[config.mk]
export PLATFORM = sky130hd
export DESIGN_NAME = nand_cmd_loader
export DESIGN_NICKNAME = d
export VERILOG_FILES = /design/src/rtl/ncl_pkg.sv /design/src/rtl/ncl_ctrl.sv /design/src/rtl/ncl_dpath.sv /design/src/rtl/nand_cmd_loader.sv
export SDC_FILE = /design/constraint.sdc
export NUM_CORES = 1
export LEC_CHECK = 0
export BUFFER_PORTS_ARGS = -buffer_cell sky130_fd_sc_hd__buf_2
export CAP_MARGIN = 20
export CORE_MARGIN = 4
export CORE_UTILIZATION = 54
export CTS_CLUSTER_DIAMETER = 80
export DETAILED_ROUTE_END_ITERATION = 10
export PLACE_DENSITY = 0.85
export SETUP_SLACK_MARGIN = 0.3
export SYNTH_ARGS = -nofsm -noshare
export SYNTH_HDL_FRONTEND = slang
export SYNTH_SLANG_ARGS = --single-unit
[constraint.sdc]
create_clock -name clk -period 6.7 [get_ports clk]
set_clock_uncertainty 0.15 [all_clocks]
set_input_delay 1.675 -clock clk [delete_from_list [all_inputs] [get_ports clk]]
set_output_delay 1.675 -clock clk [all_outputs]
set_load 0.03 [all_outputs]
[src/rtl/ncl_pkg.sv]
package ncl_pkg;
  localparam int SLOT_W = 2;
  localparam int MAX_SLOTS = 4;
  localparam logic [2:0] ADDR_STATUS = 3'd0;
  localparam logic [2:0] ADDR_CB0 = 3'd1;
  localparam logic [2:0] ADDR_CB1 = 3'd2;
  localparam logic [2:0] ADDR_CB2 = 3'd3;
  localparam logic [2:0] ADDR_CB3 = 3'd4;

  typedef struct packed {
    logic load;
    logic [SLOT_W-1:0] slot;
  } cbStrobe_t;
endpackage

[src/rtl/ncl_ctrl.sv]
module ncl_ctrl
  import ncl_pkg::*;
#(
  parameter int NUM_WORDS = 4
) (
  input  logic       clk,
  input  logic       rst,
  input  logic [2:0] regAddr,
  input  logic       regWrEn,
  input  logic       regWrBit0,
  input  logic       reqSet,
  output cbStrobe_t  strobe,
  output logic       cmdReq,
  output logic       loadOpen,
  output logic       descValid
);
  localparam logic [SLOT_W-1:0] LAST_SLOT = SLOT_W'(NUM_WORDS - 1);

  logic [SLOT_W-1:0] slotPtr;
  logic wrLoad;
  logic wrStatus;
  logic accept;
  logic lastWord;

  always_comb begin
    wrLoad   = regWrEn && (regAddr == ADDR_CB0);
    wrStatus = regWrEn && (regAddr == ADDR_STATUS);
    accept   = wrLoad && loadOpen && !reqSet;
    lastWord = (slotPtr == LAST_SLOT);
    strobe.load = accept;
    strobe.slot = slotPtr;
  end

  always_ff @(posedge clk) begin
    if (rst) begin
      slotPtr   <= '0;
      loadOpen  <= 1'b0;
      cmdReq    <= 1'b0;
      descValid <= 1'b0;
    end else begin
      descValid <= accept && lastWord;
      if (reqSet) begin
        slotPtr  <= '0;
        loadOpen <= 1'b1;
        cmdReq   <= 1'b1;
      end else begin
        if (wrStatus && regWrBit0) begin
          cmdReq <= 1'b0;
        end
        if (accept) begin
          if (lastWord) begin
            slotPtr  <= '0;
            loadOpen <= 1'b0;
          end else begin
            slotPtr <= slotPtr + 1'b1;
          end
        end
      end
    end
  end
endmodule

[src/rtl/ncl_dpath.sv]
module ncl_dpath
  import ncl_pkg::*;
#(
  parameter int WORD_W = 32,
  parameter int NUM_WORDS = 4,
  parameter int LEN_W = 16
) (
  input  logic                          clk,
  input  logic                          rst,
  input  cbStrobe_t                     strobe,
  input  logic [WORD_W-1:0]             regWrData,
  input  logic [2:0]                    regAddr,
  input  logic                          cmdReq,
  output logic [WORD_W-1:0]             regRdData,
  output logic [MAX_SLOTS*WORD_W-1:0]   descData,
  output logic [LEN_W-1:0]              lenCount
);
  logic [WORD_W-1:0] cbReg [MAX_SLOTS];

  for (genvar i = 0; i < MAX_SLOTS; i++) begin : g_slot
    if (i < NUM_WORDS) begin : g_real
      always_ff @(posedge clk) begin
        if (rst) begin
          cbReg[i] <= '0;
        end else if (strobe.load && (strobe.slot == SLOT_W'(i))) begin
          cbReg[i] <= regWrData;
        end
      end
    end else begin : g_absent
      assign cbReg[i] = '0;
    end
    assign descData[i*WORD_W +: WORD_W] = cbReg[i];
  end

  assign lenCount = cbReg[MAX_SLOTS-1][LEN_W-1:0];

  always_comb begin
    regRdData = '0;
    case (regAddr)
      ADDR_STATUS: regRdData[0] = cmdReq;
      ADDR_CB0:    regRdData = cbReg[0];
      ADDR_CB1:    regRdData = cbReg[1];
      ADDR_CB2:    regRdData = cbReg[2];
      ADDR_CB3:    regRdData = cbReg[3];
      default:     regRdData = '0;
    endcase
  end
endmodule

[src/rtl/nand_cmd_loader.sv]
module nand_cmd_loader
  import ncl_pkg::*;
#(
  parameter int WORD_W = 32,
  parameter int LEN_W = 16,
  parameter bit EXT_EN = 1'b1
) (
  input  logic                        clk,
  input  logic                        rst,
  input  logic [2:0]                  regAddr,
  input  logic                        regWrEn,
  input  logic [WORD_W-1:0]           regWrData,
  output logic [WORD_W-1:0]           regRdData,
  input  logic                        reqSet,
  output logic                        descValid,
  output logic [MAX_SLOTS*WORD_W-1:0] descData,
  output logic [LEN_W-1:0]            lenCount
);
  localparam int NUM_WORDS = EXT_EN ? 4 : 3;

  cbStrobe_t strobe;
  logic cmdReq;
  logic loadOpen;

  ncl_ctrl #(.NUM_WORDS(NUM_WORDS)) u_ctrl (
    .clk       (clk),
    .rst       (rst),
    .regAddr   (regAddr),
    .regWrEn   (regWrEn),
    .regWrBit0 (regWrData[0]),
    .reqSet    (reqSet),
    .strobe    (strobe),
    .cmdReq    (cmdReq),
    .loadOpen  (loadOpen),
    .descValid (descValid)
  );

  ncl_dpath #(.WORD_W(WORD_W), .NUM_WORDS(NUM_WORDS), .LEN_W(LEN_W)) u_dpath (
    .clk       (clk),
    .rst       (rst),
    .strobe    (strobe),
    .regWrData (regWrData),
    .regAddr   (regAddr),
    .cmdReq    (cmdReq),
    .regRdData (regRdData),
    .descData  (descData),
    .lenCount  (lenCount)
  );
endmodule

; After elaboration in Yosys (flattened, before gate mapping)
; Memories as Yosys holds them, arrays and structs flattened.
; Cells that the tools add are included.
[word_totals]
reg_bits = 5
ram_bits = 128
n_memories = 1
word_cells = 60
[memory_table]
columns = name, depth, width, rd, rd_ports_with_merged_regs, write_ports, line_no
row1 = u_dpath.cbReg, 4, 32, 4, 0, 4, ncl_dpath.sv:18  ; logic [WORD_W-1:0] cbReg [MAX_SLOTS];
[classes]
eq_ne = 7
n_reduce_logical = 17
add_sub_neg = 1
n_bitwise = 4
muxes = 26
[ops]
columns = op, n
row1 = 32-bit 2-to-1 mux, 4
row2 = 31-bit case mux with 4 select lines, 1
row3 = 1-bit 2-to-1 mux, 19
row4 = 1-bit logical AND, 9
row5 = "3-bit by 2-bit == test with 1-bit output, second input constant", 2
row6 = 2-bit nonzero test, 3
row7 = 1-bit case mux with 5 select lines, 1
row8 = "2-bit == test, second input constant", 2
row9 = 1-bit bitwise OR, 4
row10 = "3-bit by 1-bit == test with 1-bit output, second input constant", 1
row11 = "3-bit == test, second input constant", 1
row12 = 3-bit logical NOT, 1
row13 = "2-bit by 1-bit adder with 2-bit output, second input constant", 1
row14 = "2-bit by 1-bit == test with 1-bit output, second input constant", 1
row15 = 2-bit logical NOT, 1
row16 = 2-bit 2-to-1 mux, 1
row17 = 2-bit AND reduction, 1
row18 = 2-bit OR reduction, 1
row19 = 1-bit logical NOT, 1

; Longest topological paths before layout
[logic_depth]
depth_word = 9
mapped_depth = 6
depth_no_buf = 5

; Modules after synthesis
; From an unflattened synthesis, not the netlist that was laid out.
[unflattened]
cells_unflattened = 434
area_unflattened_um2 = 5973.2
[modules_own_cells]
columns = module, n_inst, area_each_um2, seq_area_each_um2, cells_each
row1 = ncl_dpath, 1, 5749.3, 3843.7, 410
row2 = ncl_ctrl, 1, 224.0, 100.1, 24

; Least setup slack after synthesis
; OpenSTA, ideal clock, no wires.
[synth_timing]
path_kind = input port to output port
start = input port regAddr[0]
end = output port regRdData[22]
path_stages = 4
t_arrival_ps = 3006
path_buffers = 1
setup_slack_ps = 1869
cell_sequence = clkbuf_1 mux2i_1 mux2_2 o21ai_0
[synth_between]
elab_chain_cells = 2
[synth_lines]
columns = element, line_no
row1 = "start, declared", nand_cmd_loader.sv:10  ; input logic [2:0] regAddr,
row2 = 3-bit == test (tied with other cells), ncl_dpath.sv:39  ; case (regAddr)
row3 = 31-bit case mux with 4 select lines (*), ncl_dpath.sv:39
row4 = "end, declared", nand_cmd_loader.sv:13  ; output logic [WORD_W-1:0] regRdData,
; Every way passes the cells marked *; elsewhere a longest branch is shown, timed or not.

; Worst setup path in the final report
[layout_timing]
start = input port regAddr[0]
end = output port regRdData[20]
; Same word-level chain as after synthesis.

==> summary.txt <==
Finish
  • ANT cells: 0
  • Area grow syn2layout: 25.58%
  • Layout cells sized above 1: 0.3874
  • Final net count: 714
  • Final Util: 0.7070
  • Fin cells: 824

STA
  • Final setup viols: 0
  • Crit path time final: 5261 ps
  • Tightest Pin Transition: 921.2 ps
  • F_max: 0.1901 GHz
  • Period utilization: 0.7853
  • Fin. max-slew vios: 0
  • RSZ-0062 raised after global routing: false
  • Rel. slew slack: 0.3858
  • Hold Vio Cnt, Final: 0
  • TNS Setup: 0 ps

Setup path
  • CP Capture Type: output pin
  • Delay of the slowest cell on the worst path: 680 ps
  • Largest delay share family, worst path: buffers and inverters
  • Critical path class: in -> out
  • R2R cell count: 4
  • Most frequent CP cell: buf_2
  • Levels on crit path: 7
  • Kind of start point of the critical path: input pin
  • Worst EP required: 4880 ps
  • CP bufs+invs: 4
  • CP Cell Sequence: buf_2 -> nor3b_2 -> buf_6 -> buf_4 -> nand2_1 -> o221ai_1 -> buf_2
  • CP arrival: 3440 ps
  • CP max-delay cell: nor3b_2
  • CP max FO: 16

Floorplanning
  • Initial core utilization: 0.5630
  • Die area: 0.01333 sq mm
  • Die Ht: 115.5 microns
  • Core Rows: 38
  • Core area: 0.01108 sq mm
  • Die Wd: 115.5 microns
  • Top Ports: 216

Global routing
  • M2 GR Usage: 0.4325
  • Total Routing Usage GR: 0.2536
  • Met3 usage: 0.07415
  • Met1 GRT Util: 0.3109
  • Pin count of the biggest net entering global routing: 64
  • Gr busiest metal: met2
  • Initial antenna violation count: 1
  • Vias in the first global route: 4652
  • First-pass GRT wire length: 25070 microns
  • Overflow after GRT: 0

Yosys
  • Compound-Gate Fraction of Synth Area: 0.05115
  • Cell area after synthesis: 0.006237 sq mm
  • Synth Area per Inst: 13.21 sq um
  • Synth unique cells: 31
  • Post-synthesis adder-cell area fraction: 0.008024
  • Sequential share of the synthesized area: 0.6323
  • Largest family of logic cells by synthesized area: simple AND/OR/NAND/NOR gates
  • Fraction of the mapped netlist area in simple logic gates: 0.1976
  • Post-Synth XOR/XNOR Area: 0
  • Syn Inst Count: 472
  • Seq cells post-synth: 133
  • Post-synthesis mux area share: 0.05797
  • Yosys warns: 0
  • Post-Syn Nets: 515

Run
  • Max cap viols: 0

Clocking
  • Clock sink count: 133
  • Num CTS Buffers: 17
  • CTS tree: done
  • Reg clk slew, reported paths: 50 ps
  • Hold_buf cts: 0
  • Root Buffer Master: clkbuf_16
  • Post-cts resize count: 0
  • Worst-Skew Late Latency: 410 ps
  • Htree depth: 4
  • Setup Buffers After CTS: 0
  • Max Root-Sink Buffers: 2

Placement
  • Inst Count DP: 792
  • HPWL after DPL: 11370 microns
  • I/O Buffers: 215
  • Final Wtd Congestion: 0.8615

Detailed routing
  • DR vias/cell: 5.561
  • Post-route DRC: 0
  • Post-DRT Antenna Nets: 0
  • Detailed-route wire length: 16800 microns
  • Initial drt markers: 318
  • Via Count: 4582
  • WL per Instance: 20.39 microns
  • Total iterations of the first detailed-routing run: 5

Power and ir drop
  • Max IR drop VDD: 0.0001651 V
  • Cell area power density: 263.8 mW/mm^2
  • Total power: 2.066 mW
  • Static leakage: 3.511 nW

Min path
  • HP Class: reg -> reg
  • Hold Path Stages: 2

Status
  • Status: complete, no violations
==> cells in the mapped netlist <==
master | n | area, sq um
buf_2 | 6 | 30.03
or2_2 | 1 | 6.260
a21o_1 | 4 | 30.03
edfxtp_1 | 128 | 3844
nor2_1 | 4 | 15.01
nand2b_1 | 1 | 6.260
or3b_1 | 1 | 8.760
o21ai_0 | 1 | 5.000
buf_6 | 10 | 112.6
nand2_1 | 66 | 247.7
buf_1 | 1 | 3.750
nor4_4 | 1 | 21.27
nand3b_4 | 1 | 20.02
clkbuf_1 | 14 | 52.55
a211oi_1 | 1 | 7.510
nor4b_4 | 3 | 71.32
nor4b_1 | 1 | 8.760
nor2_2 | 1 | 6.260
dfxtp_1 | 5 | 100.1
mux2_2 | 1 | 11.26
o221ai_1 | 30 | 262.8
nor3b_1 | 1 | 7.510
and2_1 | 128 | 800.8
nand3b_1 | 1 | 7.510
nor3_1 | 1 | 5.000
ha_1 | 4 | 50.05
inv_1 | 3 | 11.26
buf_4 | 16 | 120.1
o21a_1 | 1 | 7.510
o22ai_1 | 1 | 6.260
mux2i_1 | 35 | 350.3
==> stage by stage <==
stage | hold slack (ps) | cell area, sq um | setup slack, ps
detailed placement | 341.6 | 7268 | 1439
global placement | 330.4 | 7257 | 1299
floorplan | 317.7 | 6237 | 1869
finish | 348.5 | 7833 | 1439
global route | 375.7 | 7833 | 1356
CTS | 351.8 | 7833 | 1434
==> path summary, 6_finish.rpt <==
kind                                        from                                 end  slack, ps
hold / removal    u_ctrl.slotPtr[1]$_SDFFE_PP0N_      u_ctrl.slotPtr[1]$_SDFFE_PP0N_        350
setup / recovery                      regAddr[0]                       regRdData[20]       1440
hold reg to reg   u_ctrl.slotPtr[1]$_SDFFE_PP0N_      u_ctrl.slotPtr[1]$_SDFFE_PP0N_        350
setup reg to reg    u_ctrl.loadOpen$_SDFFE_PP0P_  u_dpath.cbReg[2][31]$_SDFFCE_PN0P_       4180
==> sequential cells by signal, indices dropped and copies added (netlist names) <==
register and cells:
u_ctrl.descValid 1, u_ctrl.cmdReq 1, u_ctrl.slotPtr 2, u_ctrl.loadOpen 1, u_dpath.cbReg 128
==> cell families after synthesis <==
group,count (synthesis)
multiplexers,36
buffers and inverters,50
adder cells (fa/ha/maj),4
AND/OR/NAND/NOR,211
flip-flops,133
AO/OA/AOI/OAI,38
==> final cells by class <==
class                           count  area [sq um]
Fill cell                         790          3246
Timing Repair Buffer              227          1170
Multi-Input combinational cell    289          1968
Sequential cell                   133          3944
Clock buffer                       17         425.4
Inverter                            3         11.26
Clock inverter                     15         138.9
Tap cell                          140         175.2
==> tightest hold or removal path: stages (launching register included) <==
cell and delay [ps]:
dfxtp_1 330, nand2_1 70, mux2i_1 50
==> layout by cell type (no fill, tap or decap), types with 2 or more instances in the layout <==
cell,n
o221ai_1,30
clkinvlp_4,4
clkbuf_16,17
edfxtp_1,128
buf_4,11
ha_1,4
nand2_1,66
clkinv_2,4
nor4b_4,3
and2_1,128
buf_2,215
nor2_1,4
a21o_1,4
dfxtp_1,5
clkinv_1,3
mux2i_1,35
bufinv_16,2
inv_1,3
==> where the power goes <==
group | switching [mW] | total, mW | internal (mW)
Sequential | 0.0180 | 0.956 | 0.938
Combinational | 0.166 | 0.225 | 0.0592
Clock | 0.344 | 0.885 | 0.541
==> routing by layer <==
metal,vias up,wire length (microns)
met5,-,7
li1,2062,-
met2,240,8405
met3,33,1596
met4,2,292
met1,2245,6503
Note: power is estimated with default switching activity, not from simulation.
